`src/rtl/tkl_pkg.sv`:
```
package tkl_pkg;

  // Strobes raised by control for the counter datapath
  typedef struct packed {
    logic serveAdvance;  // owner released: bump serving counter
    logic relFault;      // some non-owner released
  } tklStrobe_t;

endpackage

```
`src/rtl/tkl_ctrl.sv`:
```
module tkl_ctrl
  import tkl_pkg::*;
#(
  parameter int NUM_AGENTS = 4
) (
  input  logic                  clk,
  input  logic                  rst_n,
  input  logic [NUM_AGENTS-1:0] acqReq,
  input  logic [NUM_AGENTS-1:0] relReq,
  input  logic [NUM_AGENTS-1:0] grant,
  output logic [NUM_AGENTS-1:0] takeMask,
  output logic [NUM_AGENTS-1:0] holdMask,
  output tklStrobe_t            strobe,
  output logic                  relError
);

  logic [NUM_AGENTS-1:0] hasTicket;
  logic [NUM_AGENTS-1:0] ownerRelease;
  logic [NUM_AGENTS-1:0] badRelease;

  // Agents already holding a ticket may not draw a second one
  assign takeMask     = acqReq & ~hasTicket;
  assign ownerRelease = relReq & grant;
  assign badRelease   = relReq & ~grant;
  assign holdMask     = hasTicket;

  always_comb begin
    strobe              = '0;
    strobe.serveAdvance = |ownerRelease;
    strobe.relFault     = |badRelease;
  end

  always_ff @(posedge clk) begin
    if (!rst_n) begin
      hasTicket <= '0;
      relError  <= 1'b0;
    end else begin
      hasTicket <= (hasTicket & ~ownerRelease) | takeMask;
      relError  <= strobe.relFault;
    end
  end


  one_grant_chk: assert property (@(posedge clk) disable iff (!rst_n)
    $onehot0(grant));


  bad_release_flag_chk: assert property (@(posedge clk) disable iff (!rst_n)
    (|(relReq & ~grant)) |=> relError);


  grant_needs_ticket_chk: assert property (@(posedge clk) disable iff (!rst_n)
    (grant & ~hasTicket) == '0);


  owner_drops_chk: assert property (@(posedge clk) disable iff (!rst_n)
    (|(relReq & grant)) |=> ((hasTicket & $past(relReq & grant)) == '0));

endmodule

```
`src/rtl/tkl_datapath.sv`:
```
module tkl_datapath
  import tkl_pkg::*;
#(
  parameter int NUM_AGENTS = 4,
  parameter int CNT_W      = $clog2(NUM_AGENTS) + 1
) (
  input  logic                        clk,
  input  logic                        rst_n,
  input  logic [NUM_AGENTS-1:0]       takeMask,
  input  logic [NUM_AGENTS-1:0]       holdMask,
  input  tklStrobe_t                  strobe,
  output logic [NUM_AGENTS*CNT_W-1:0] ticketOut,
  output logic [NUM_AGENTS-1:0]       grant
);

  logic [CNT_W-1:0] nextTicket;
  logic [CNT_W-1:0] nowServing;
  logic [CNT_W-1:0] ticketReg [NUM_AGENTS];
  logic [CNT_W-1:0] prefixOff [NUM_AGENTS];
  logic [CNT_W-1:0] issueCount;

  // Offset of each taker = number of lower-index takers this cycle
  always_comb begin
    issueCount = '0;
    for (int j = 0; j < NUM_AGENTS; j++) begin
      prefixOff[j] = issueCount;
      issueCount   = issueCount + CNT_W'(takeMask[j]);
    end
  end

  generate
    for (genvar i = 0; i < NUM_AGENTS; i++) begin : g_agent
      always_ff @(posedge clk) begin
        if (!rst_n) ticketReg[i] <= '0;
        else if (takeMask[i]) ticketReg[i] <= nextTicket + prefixOff[i];
      end
      assign ticketOut[i*CNT_W +: CNT_W] = ticketReg[i];
      assign grant[i] = holdMask[i] && (ticketReg[i] == nowServing);
    end
  endgenerate

  always_ff @(posedge clk) begin
    if (!rst_n) begin
      nextTicket <= '0;
      nowServing <= '0;
    end else begin
      nextTicket <= nextTicket + issueCount;
      if (strobe.serveAdvance) nowServing <= nowServing + CNT_W'(1);
    end
  end


  serve_hold_chk: assert property (@(posedge clk) disable iff (!rst_n)
    !strobe.serveAdvance |=> $stable(nowServing));


  serve_step_chk: assert property (@(posedge clk) disable iff (!rst_n)
    strobe.serveAdvance |=> (nowServing == $past(nowServing) + CNT_W'(1)));


  issue_idle_chk: assert property (@(posedge clk) disable iff (!rst_n)
    (takeMask == '0) |=> $stable(nextTicket));


  outstanding_bound_chk: assert property (@(posedge clk) disable iff (!rst_n)
    (CNT_W'(nextTicket - nowServing) <= CNT_W'(NUM_AGENTS)));

endmodule

```
`src/rtl/ticket_lock_arbiter.sv`:
```
module ticket_lock_arbiter
  import tkl_pkg::*;
#(
  parameter int NUM_AGENTS = 4,
  parameter int CNT_W      = $clog2(NUM_AGENTS) + 1
) (
  input  logic                        clk,
  input  logic                        rst_n,
  input  logic [NUM_AGENTS-1:0]       acqReq,
  input  logic [NUM_AGENTS-1:0]       relReq,
  output logic [NUM_AGENTS-1:0]       ticketValid,
  output logic [NUM_AGENTS*CNT_W-1:0] ticketOut,
  output logic [NUM_AGENTS-1:0]       grant,
  output logic                        relError
);

  logic [NUM_AGENTS-1:0] takeMask;
  logic [NUM_AGENTS-1:0] holdMask;
  tklStrobe_t            strobe;

  tkl_ctrl #(.NUM_AGENTS(NUM_AGENTS)) u_ctrl (
    .clk      (clk),
    .rst_n    (rst_n),
    .acqReq   (acqReq),
    .relReq   (relReq),
    .grant    (grant),
    .takeMask (takeMask),
    .holdMask (holdMask),
    .strobe   (strobe),
    .relError (relError)
  );

  tkl_datapath #(.NUM_AGENTS(NUM_AGENTS), .CNT_W(CNT_W)) u_dp (
    .clk       (clk),
    .rst_n     (rst_n),
    .takeMask  (takeMask),
    .holdMask  (holdMask),
    .strobe    (strobe),
    .ticketOut (ticketOut),
    .grant     (grant)
  );

  assign ticketValid = holdMask;

endmodule

```
`config.mk`:
```
export PLATFORM = sky130hd
export DESIGN_NAME = ticket_lock_arbiter
export DESIGN_NICKNAME = d
export VERILOG_FILES = /design/src/rtl/tkl_pkg.sv /design/src/rtl/tkl_ctrl.sv /design/src/rtl/tkl_datapath.sv /design/src/rtl/ticket_lock_arbiter.sv
export SDC_FILE = /design/constraint.sdc
export NUM_CORES = 1
export LEC_CHECK = 0
export BUFFER_PORTS_ARGS = -buffer_cell sky130_fd_sc_hd__buf_2
export CAP_MARGIN = 20
export CORE_ASPECT_RATIO = 1.25
export CORE_UTILIZATION = 53
export CTS_CLUSTER_DIAMETER = 30
export DETAILED_ROUTE_END_ITERATION = 8
export GPL_ROUTABILITY_DRIVEN = 0
export GPL_TIMING_DRIVEN = 0
export PLACE_DENSITY = 0.9
export SLEW_MARGIN = 10
export SYNTH_ARGS = -nofsm -noshare
export SYNTH_HDL_FRONTEND = slang
export SYNTH_SLANG_ARGS = --single-unit
```
`constraint.sdc`:
```
create_clock -name clk -period 3.34 [get_ports clk]
set_input_delay 0.835 -clock clk [delete_from_list [all_inputs] [get_ports clk]]
set_output_delay 0.835 -clock clk [all_outputs]
set_load 0.05 [all_outputs]
```
==> results of run 1 <==
[final timing paths]
kind / from / end / slack, ns
min reg2reg: u_ctrl.holdMask[1] / u_ctrl.holdMask[1] / 0.57
max reg2reg: u_ctrl.holdMask[1] / u_dp.nextTicket[2] / 0.76
max: acqReq[1] / u_dp.nextTicket[2] / 0.51
min: u_ctrl.holdMask[1] / u_ctrl.holdMask[1] / 0.57
[stage by stage]
| stage | total power, W | area, sq um | instances | hold WS [ns] |
|---|---|---|---|---|
| floorplan | 0.0007417 | 1420 | 130 | 0.5590 |
| global placement | 0.0008196 | 1612 | 193 | 0.5149 |
| detailed placement | 0.0008465 | 1612 | 193 | 0.5311 |
| CTS | 0.0009726 | 1639 | 197 | 0.5697 |
| global route | 0.001034 | 1639 | 197 | 0.6037 |
| finish | 0.0009715 | 1639 | 197 | 0.5664 |
[Yosys cell counts (all sizes together) (3+ instances only)]
cell type and count:
edfxtp 12, nor4b 3, xor2 13, ha 8, dfxtp 11, inv 15
nand2 12, nor4 3, buf 4, fa 5, nor2b 8, a21oi 3
and3 8, nand2b 3, xnor2 5, nor2 4
[state kept, by name, summed over array words and instances, names as in the netlist]
| register | cells |
|---|---|
| u_ctrl.relError | 1 |
| u_dp.nowServing | 3 |
| u_ctrl.holdMask | 4 |
| u_dp.nextTicket | 3 |
| u_dp.ticketReg | 12 |
[routing by layer]
layer	part of all wire (%)	wire length, um	vias to the layer above
li1	-	-	497
met1	39	1144	514
met2	55	1588	32
met3	2.8	80	11
met4	3.0	88	0
met5	0	0	-
[cell families (layout without fill, tap and decap cells)]
| family | after synthesis | after routing |
|---|---|---|
| AO/OA/AOI/OAI | 10 | 10 |
| XOR/XNOR | 18 | 18 |
| adder cells (fa/ha/maj) | 13 | 13 |
| buffers and inverters | 20 | 54 |
| flip-flops | 23 | 23 |
| multiplexers | 1 | 1 |
| AND/OR/NAND/NOR | 45 | 45 |
[final cells by class]
type                    count  area share (%)
plain buffers               5           2.519
clock buffers               3           1.374
clock inverters             1          0.3053
inverters                  15           3.435
multi-input cells          87           45.27
flip-flops and latches     23           35.42
well taps                  33           2.519
repair buffers             30           9.160
[layout by cell type, fill, tap and decap left out]
master	synthesis	final
and2_1	2	2
and3_1	8	8
a21oi_1	3	3
buf_6	2	2
clkbuf_1	1	1
clkbuf_4	0	3
buf_4	2	2
a21boi_1	1	1
o21ai_0	1	1
dfxtp_1	11	11
ha_1	8	8
nand2_1	12	12
inv_1	15	15
nor4b_2	1	3
o22ai_1	2	2
nor4_2	3	3
nor2_1	4	4
and4_4	1	1
nor2b_1	8	8
fa_1	5	5
or3_1	1	1
xor2_1	13	13
o21a_1	1	1
edfxtp_1	12	12
mux2i_1	1	1
clkinv_2	0	1
nand2b_1	3	3
buf_2	0	30
a2111oi_4	1	1
a21boi_0	1	1
xnor2_1	5	5
[power by group]
part / total, W / switching [W] / internal, W / leakage, nW
Combinational: 0.000446 / 0.000292 / 0.000154 / 0.566
Sequential: 0.000396 / 0.0000439 / 0.000352 / 0.221
Clock: 0.000130 / 0.0000852 / 0.0000448 / 0.0177
[worst min-delay path: stages (launching register included)]
cell and delay (ns):
dfxtp_1 0.36, a21oi_1 0.13, nor2b_1 0.05
==> reports/metrics.csv, run 1 <==
stage,metric,value,unit
cells_and_area,final_core_util,66.16,%
timing,worst_pin_slew,0.4236,ns
timing,max_freq,353.8,MHz
worst_setup_path,arrival,3.06,ns
cts,clockRootBuffer,clkbuf_4,
timing,post-route-period-util,84.62,%
cts,post_cts_buffers,0,
grt,antenna_found_initial,0,
logic_synthesis,synth-seq-cells,23,
routing,first_iter_violations,37,
logic_synthesis,synthDistinctLibCells,29,
logic_synthesis,synth_fa_ha_area_share,14.22,%
logic_synthesis,synth.top_cell.area_share,25.60,%
cts,clk_pin_slew,0.13,ns
grt,grt_overflow,0,
worst_setup_path,path_class,primary input to flop,
cells_and_area,multi_input_area,742.0,sq um
placement,dpl_worst_slack,0.1951,ns
grt,top_usage_layer,met2,
worst_setup_path,path_common_cell,fa_1,
power_and_ir_drop,power_density,592.7,nW/um^2
worst_setup_path,critPathCaptureType,flop,
logic_synthesis,ys_warn_count,0,
floorplanning,die_area,2867,sq um
logic_synthesis,yosys-top-cells-area,"edfxtp_1 26%, dfxtp_1 16%, xor2_1 8.1%, fa_1 7.1%, ha_1 7.1%",
grt,grtUsageTotal,22.90,%
logic_synthesis,synth_top_family_by_area,simple AND/OR/NAND/NOR gates,
timing,clock_skew,0.01130,ns
worst_setup_path,startpoint_type,primary input,
routing,postRouteAntennaNets,0,
cells_and_area,antenna_cells,0,
logic_synthesis,synth_fp_nets,153,
timing,period_needed,2.826,ns
grt,grtUsageMet3,2.744,%
power_and_ir_drop,leakage,0.8046,nW
floorplanning,initial_core_util,56.82,%
worst_setup_path,cp.depth,8,
cts,clockBufferDepth,2,
hold_path,hold_path.class,flop to flop,
cells_and_area,drive_above_1_share,28.05,%
routing,via_per_inst,5.350,
floorplanning,die_width,48.10,um
timing,finalMaxSlewViolations,0,
cts,htreeDepth,1,
cells_and_area,syn_to_final_growth,16.44,%
worst_setup_path,cp_top_family,adder cells,
cts,postCtsResizedCells,0,
worst_setup_path,max_stage_delay,0.55,ns
logic_synthesis,muxShareOfSynthArea,0.7111,%
cts,clock_latency,0.31,ns
timing,tns,0,ns
worst_setup_path,required,3.57,ns
floorplanning,coreArea,2477,sq um
grt,grt_pass1_vias,1064,
hold_path,whs_path_depth,2,
logic_synthesis,ys.flop_type,edfxtp_1,
cts,cts_tree,yes,
timing,rsz0062_at_grt,no,
logic_synthesis,avgSynthCellArea,10.83,sq um
logic_synthesis,synth_compound_area_share,5.867,%
worst_setup_path,rr_worst_depth,7,
cts,cts_sinks,23,
worst_setup_path,worst_path_max_delay_cell,fa_1,
grt,grt_use_met2,41.51,%
worst_setup_path,cp_max_fo,6,
worst_setup_path,crit_chain,buf_2 -> nor2b_1 -> inv_1 -> fa_1 -> fa_1 -> fa_1 -> xnor2_1 -> and2_1,
cells_and_area,nets,188,
cts,ctsHoldBuffers,0,
cells_and_area,num-fill-cells,181,
placement,portBuffers,30,
logic_synthesis,synth-xor-area-share,11.20,%
floorplanning,fp.dieH,59.62,um
routing,vias,1054,
run_status,status,finished clean,
logic_synthesis,async_reset_ff_share,0,%
power_and_ir_drop,ir_drop,0.0002683,V
timing,setup_slack,0.5136,ns
logic_synthesis,synthSimpleGateAreaFrac,19.82,%
timing,slew_headroom,71.53,%
cts,cts_buffers,3,
logic_synthesis,syn_area,1408,sq um
logic_synthesis,synth_largest_area_cell,edfxtp_1,
flow_run,max_cap_viol_count,0,
worst_setup_path,path_buf_inv,2,
grt,grt_max_degree,14,
logic_synthesis,syn-instance-count,130,
logic_synthesis,synth_seq_area_share,41.24,%
logic_synthesis,synth-edff-count,12,
routing,drc,0,
grt,met1_usage,24.41,%
routing,wl_per_cell,14.73,um
cells_and_area,register_area,580.6,sq um
routing,first_pass_iters,4,
placement,hpwl,2306,um
routing,drt_wl_total,2902,um
grt,grt_pass1_wl,4395,um
timing,hold_viol_final,0,
floorplanning,num_rows,20,
floorplanning,ios,31,
timing,setup_viol,0,
No activity file was read; power rests on OpenSTA's default activity.
==> inputs of run 2 (changes only) <==
--- a/config.mk
+++ b/config.mk
@@ -8,12 +8,12 @@
 export BUFFER_PORTS_ARGS = -buffer_cell sky130_fd_sc_hd__buf_2
 export CAP_MARGIN = 20
 export CORE_ASPECT_RATIO = 1.25
-export CORE_UTILIZATION = 53
+export CORE_UTILIZATION = 48
 export CTS_CLUSTER_DIAMETER = 30
 export DETAILED_ROUTE_END_ITERATION = 8
 export GPL_ROUTABILITY_DRIVEN = 0
 export GPL_TIMING_DRIVEN = 0
-export PLACE_DENSITY = 0.9
+export PLACE_DENSITY = 0.87
 export SLEW_MARGIN = 10
 export SYNTH_ARGS = -nofsm -noshare
 export SYNTH_HDL_FRONTEND = slang
==> constraint.sdc (replaced) <==
create_clock -name clk -period 2.5 [get_ports clk]
set_input_delay 0.625 -clock clk [delete_from_list [all_inputs] [get_ports clk]]
set_output_delay 0.625 -clock clk [all_outputs]
set_load 0.05 [all_outputs]
==> run 2 against run 1 <==
  * First-iteration DRC count down 54%
  * Routed wire length rose by 3.4%
  * Clock skew down 0.0060 ns
  * Combinational power increased by 37%
  * Sequential power up 34%
==> reports/metrics.csv, run 2 (synthesis gave the netlist of run 1 again) <==
stage,metric,value,unit
power_and_ir_drop,ir_drop,0.0003925,V
worst_setup_path,path_class,flop to flop,
cts,cts_buffers,3,
floorplanning,coreArea,2733,sq um
grt,grt_pass1_wl,4947,um
timing,finalMaxSlewViolations,0,
routing,first_pass_iters,4,
placement,dpl_worst_slack,-0.2038,ns
timing,tns,0,ns
worst_setup_path,rr_worst_depth,6,
routing,postRouteAntennaNets,0,
timing,worst_pin_slew,0.4741,ns
timing,setup_viol,0,
cts,clock_latency,0.33,ns
floorplanning,num_rows,21,
cts,htreeDepth,1,
worst_setup_path,r2r-start,u_ctrl.holdMask[2],
hold_path,min_to,u_ctrl.holdMask[3],
worst_setup_path,required,2.74,ns
floorplanning,initial_core_util,51.51,%
placement,portBuffers,30,
grt,grtUsageTotal,21.27,%
routing,vias,1018,
hold_path,whs_path_depth,2,
placement,hpwl,2458,um
power_and_ir_drop,power_density,787.3,nW/um^2
worst_setup_path,critPathLaunch,u_ctrl.holdMask[2],
worst_setup_path,max_stage_delay,0.55,ns
cells_and_area,drive_above_1_share,29.27,%
cells_and_area,antenna_cells,0,
cts,postCtsResizedCells,0,
grt,grt_max_degree,14,
cts,cts_tree,yes,
worst_setup_path,critPathCaptureType,flop,
timing,hold_viol_final,0,
worst_setup_path,path_common_cell,fa_1,
cts,ctsHoldBuffers,0,
timing,setup_slack,0.1532,ns
cells_and_area,syn_to_final_growth,19.02,%
placement,place_area,1648,sq um
grt,met1_usage,21.41,%
worst_setup_path,r2r_slack,0.15,ns
grt,grt_pass1_vias,1093,
worst_setup_path,cp_max_fo,5,
cells_and_area,layout_common_cells,"30 x buf_2, 15 x inv_1, 13 x xor2_1, 12 x nand2_1, 12 x edfxtp_1",
worst_setup_path,rr_endpoint,u_dp.nextTicket[2],
routing,wl_per_cell,15.16,um
routing,via_per_inst,5.141,
grt,antenna_found_initial,0,
cells_and_area,final_core_util,61.31,%
hold_path,hp-start,u_ctrl.holdMask[3],
cells_and_area,stdcell_count,198,
worst_setup_path,cp_top_family,adder cells,
hold_path,hold_path.class,flop to flop,
grt,grt_overflow,0,
timing,period_needed,2.347,ns
worst_setup_path,arrival,2.58,ns
routing,first_iter_violations,17,
cts,clockBufferDepth,2,
run_status,status,finished clean,
power_and_ir_drop,leakage,0.8191,nW
cts,post_cts_buffers,0,
floorplanning,fp.dieH,62.55,um
flow_run,max_cap_viol_count,0,
worst_setup_path,startpoint_type,flop,
routing,drt_wl_total,3002,um
cts,clk_pin_slew,0.13,ns
worst_setup_path,crit_chain,nand2b_1 -> fa_1 -> fa_1 -> fa_1 -> xnor2_1 -> and2_1,
worst_setup_path,worst_path_max_delay_cell,fa_1,
worst_setup_path,path_buf_inv,0,
grt,grt_use_met2,39.83,%
cts,clockRootBuffer,clkbuf_4,
grt,grtUsageMet3,2.920,%
cells_and_area,largest_register,u_dp.ticketReg,
timing,post-route-period-util,93.87,%
floorplanning,ios,31,
cells_and_area,post-route-cell-area,1675,sq um
routing,drc,0,
floorplanning,die_width,50.44,um
grt,top_usage_layer,met2,
cells_and_area,final_common_cell,buf_2,
timing,rsz0062_at_grt,no,
placement,dp.cells,194,
cells_and_area,nets,188,
floorplanning,die_area,3154,sq um
timing,slew_headroom,68.13,%
timing,clock_skew,0.005300,ns
timing,max_freq,426.1,MHz
cells_and_area,largest_reg_flops,12,
cts,cts_sinks,23,
[run 2: cell types whose count changed in the layout (fill, tap and decap cells not counted)]
cell / change
dfxtp_1: -1
dfxtp_2: +1
nor2b_1: -1
nor2b_4: +1
nor4b_2: -3
nor4b_4: +3
[run 2: layout make-up]
| type | instances | area (sq um) |
|---|---|---|
| inverter | 15 | 56.30 |
| clock inverter | 1 | 5.005 |
| tap | 34 | 42.54 |
| fill | 228 | 1057 |
| clock buffer | 3 | 22.52 |
| sequential | 23 | 581.8 |
| timing repair buffer | 30 | 150.1 |
| buffer | 5 | 41.29 |
| multi-input combinational | 87 | 775.7 |
[run 2: worst max-delay path by stage]
stage                               endpoint  slack (ns)  cells after the start
after CTS                 u_dp.nextTicket[2]        0.13                      6
after global placement    u_dp.nextTicket[2]       -0.14                      8
after detailed placement  u_dp.nextTicket[2]       -0.20                      8
after floorplan           u_dp.nextTicket[2]      0.0001                      6
final                     u_dp.nextTicket[2]        0.15                      6
after global routing      u_dp.nextTicket[2]        0.04                      6
[run 2: metal layers]
metal	share of wire (%)	vias up	routed length, um
met2	56	26	1677
met4	4.0	0	121
li1	-	503	-
met3	3.1	9	93
met1	37	480	1110
met5	0	-	0
[run 2: worst min-delay path, delay by kind of cell (launching register included)]
kind / cells / cell delay, ns
flip-flops: 1 / 0.37
AO/OA/AOI/OAI: 1 / 0.07
AND/OR/NAND/NOR: 1 / 0.08
[run 2: power breakdown]
group          total [W]  internal [W]  switching [W]
logic           0.000613      0.000213       0.000401
registers       0.000529      0.000470      0.0000590
clock network   0.000176     0.0000601       0.000116
total            0.00132      0.000743       0.000576
[run 2: per-stage QoR]
stage / power [W] / hold slack (ns)
global route: 0.001404 / 0.5771
finish: 0.001319 / 0.5451
floorplan: 0.001015 / 0.5590
global placement: 0.001122 / 0.5214
CTS: 0.001331 / 0.5475
detailed placement: 0.001159 / 0.5328
==> inputs of run 3 (changes only) <==
--- a/config.mk
+++ b/config.mk
@@ -6,8 +6,9 @@
 export NUM_CORES = 1
 export LEC_CHECK = 0
 export BUFFER_PORTS_ARGS = -buffer_cell sky130_fd_sc_hd__buf_2
-export CAP_MARGIN = 20
+export CAP_MARGIN = 25
 export CORE_ASPECT_RATIO = 1.25
+export CORE_MARGIN = 1.5
 export CORE_UTILIZATION = 48
 export CTS_CLUSTER_DIAMETER = 30
 export DETAILED_ROUTE_END_ITERATION = 8
==> run 3 against run 2 <==
  * Clock skew hardly changed
  * Global-route usage fell by 1.6 points
  * Fmax is 1.1% higher
  * Non-clock buffer count unchanged
  * Die area increased by 3.6%
  * Cell area did not move
  * Clock power is 2% higher
  * Critical path depth up 2
  * Sequential share of layout area is the same
  * Hold slack gained 0.012 ns
  * First-iteration DRC count grew 94%
  * Combinational power hardly changed
  * Largest cell class unchanged
  * Highest routed layer unchanged
==> reports/metrics.csv, run 3 (synthesis gave the netlist of run 1 again) <==
stage,metric,value,unit
routing,first_pass_iters,4,
cts,clockRootBuffer,clkbuf_4,
worst_setup_path,cp_top_family,adder cells,
floorplanning,num_rows,21,
worst_setup_path,arrival,2.55,ns
cells_and_area,antenna_cells,0,
floorplanning,initial_core_util,51.51,%
worst_setup_path,max_stage_delay,0.48,ns
routing,first_iter_violations,33,
cts,postCtsResizedCells,0,
routing,vias,1024,
floorplanning,die_area,3268,sq um
run_status,status,finished clean,
routing,drt_wl_total,2883,um
power_and_ir_drop,ir_drop,0.0005014,V
routing,postRouteAntennaNets,0,
placement,portBuffers,30,
placement,hpwl,2393,um
floorplanning,ios,31,
cts,cts_buffers,3,
worst_setup_path,path_buf_inv,2,
flow_run,max_cap_viol_count,0,
worst_setup_path,startpoint_type,primary input,
placement,dpl_worst_slack,-0.1861,ns
cts,clock_latency,0.32,ns
timing,max_freq,430.8,MHz
worst_setup_path,path_common_cell,fa_1,
grt,grtUsageTotal,19.63,%
timing,post-route-period-util,92.86,%
cells_and_area,nets,188,
floorplanning,coreArea,2733,sq um
cts,htreeDepth,1,
cells_and_area,largest_register,u_dp.ticketReg,
worst_setup_path,required,2.73,ns
cells_and_area,layout_common_cells,"30 x buf_2, 15 x inv_1, 13 x xor2_1, 12 x nand2_1, 12 x edfxtp_1",
cells_and_area,stdcell_count,198,
timing,finalMaxSlewViolations,0,
timing,setup_viol,0,
routing,via_per_inst,5.172,
grt,grt_pass1_vias,1053,
timing,worst_pin_slew,0.4410,ns
routing,drc,0,
floorplanning,die_width,51.44,um
cts,clockBufferDepth,2,
cts,ctsHoldBuffers,0,
grt,grt_max_degree,14,
cts,cts_tree,yes,
cells_and_area,largest_reg_flops,12,
timing,slew_headroom,70.36,%
worst_setup_path,r2r_slack,0.18,ns
worst_setup_path,critPathCaptureType,flop,
cts,post_cts_buffers,0,
hold_path,hold_path.class,flop to flop,
floorplanning,fp.dieH,63.55,um
timing,hold_viol_final,0,
power_and_ir_drop,power_density,787.3,nW/um^2
timing,period_needed,2.321,ns
cells_and_area,final_common_cell,buf_2,
cts,cts_sinks,23,
cells_and_area,drive_above_1_share,29.27,%
grt,grt_overflow,0,
cells_and_area,num-fill-cells,208,
worst_setup_path,crit_chain,buf_2 -> nor2b_4 -> inv_1 -> fa_1 -> fa_1 -> fa_1 -> xnor2_1 -> and2_1,
timing,setup_slack,0.1786,ns
cells_and_area,syn_to_final_growth,19.02,%
grt,antenna_found_initial,0,
timing,clock_skew,0.004941,ns
timing,rsz0062_at_grt,no,
cells_and_area,final_core_util,61.31,%
worst_setup_path,worst_path_max_delay_cell,fa_1,
routing,wl_per_cell,14.56,um
cts,clk_pin_slew,0.13,ns
worst_setup_path,cp_max_fo,6,
placement,dp.cells,194,
worst_setup_path,path_class,primary input to flop,
power_and_ir_drop,leakage,0.8191,nW
grt,grt_pass1_wl,4650,um
run 3: cell counts in the layout (fill, tap and decap cells not counted):
No cell type changed its count.
run 3: worst paths after layout:
kind | from | to | cells after the start
min reg2reg | u_ctrl.holdMask[3] | u_ctrl.holdMask[3] | 2
min | u_ctrl.holdMask[3] | u_ctrl.holdMask[3] | 2
max reg2reg | u_ctrl.holdMask[2] | u_dp.nextTicket[2] | 6
max | acqReq[1] | u_dp.nextTicket[2] | 8
run 3: final cells by class:
class	count	area [sq um]	share of cell area (%)
multi-input combinational	87	775.7	46.30
sequential	23	581.8	34.73
timing repair buffer	30	150.1	8.962
inverter	15	56.30	3.361
tap	34	42.54	2.539
buffer	5	41.29	2.465
clock buffer	3	22.52	1.344
clock inverter	1	5.005	0.2987
run 3: where the power goes:
group	leakage, nW	internal, W	switching [W]
registers	0.222	0.000470	0.0000578
clock network	0.0177	0.0000600	0.000120
logic	0.580	0.000214	0.000397
run 3: metrics by stage:
stage / TNS (ns) / hold WS (ns) / area [sq um] / total power [W]
floorplan: 0 / 0.5590 / 1455 / 0.001015
global placement: -0.1848 / 0.5217 / 1648 / 0.001122
detailed placement: -0.3358 / 0.5439 / 1648 / 0.001155
CTS: 0 / 0.5593 / 1675 / 0.001328
global route: 0 / 0.5733 / 1675 / 0.001410
finish: 0 / 0.5576 / 1675 / 0.001319
run 3: routing by layer:
| metal | share of wire [%] | GRT usage [%] | vias to the layer above |
|---|---|---|---|
| met5 | 0 | 0 | - |
| met4 | 5.4 | 14.14 | 0 |
| met3 | 3.5 | 2.370 | 12 |
| met2 | 53 | 35.26 | 30 |
| met1 | 38 | 20.03 | 482 |
| li1 | - | - | 500 |
run 3: worst reg2reg max path, cell delays in order (launching register included):
cell and delay, ns:
dfxtp_1 0.37, nand2b_1 0.23, fa_1 0.55, fa_1 0.42, fa_1 0.38, xnor2_1 0.13, and2_1 0.15
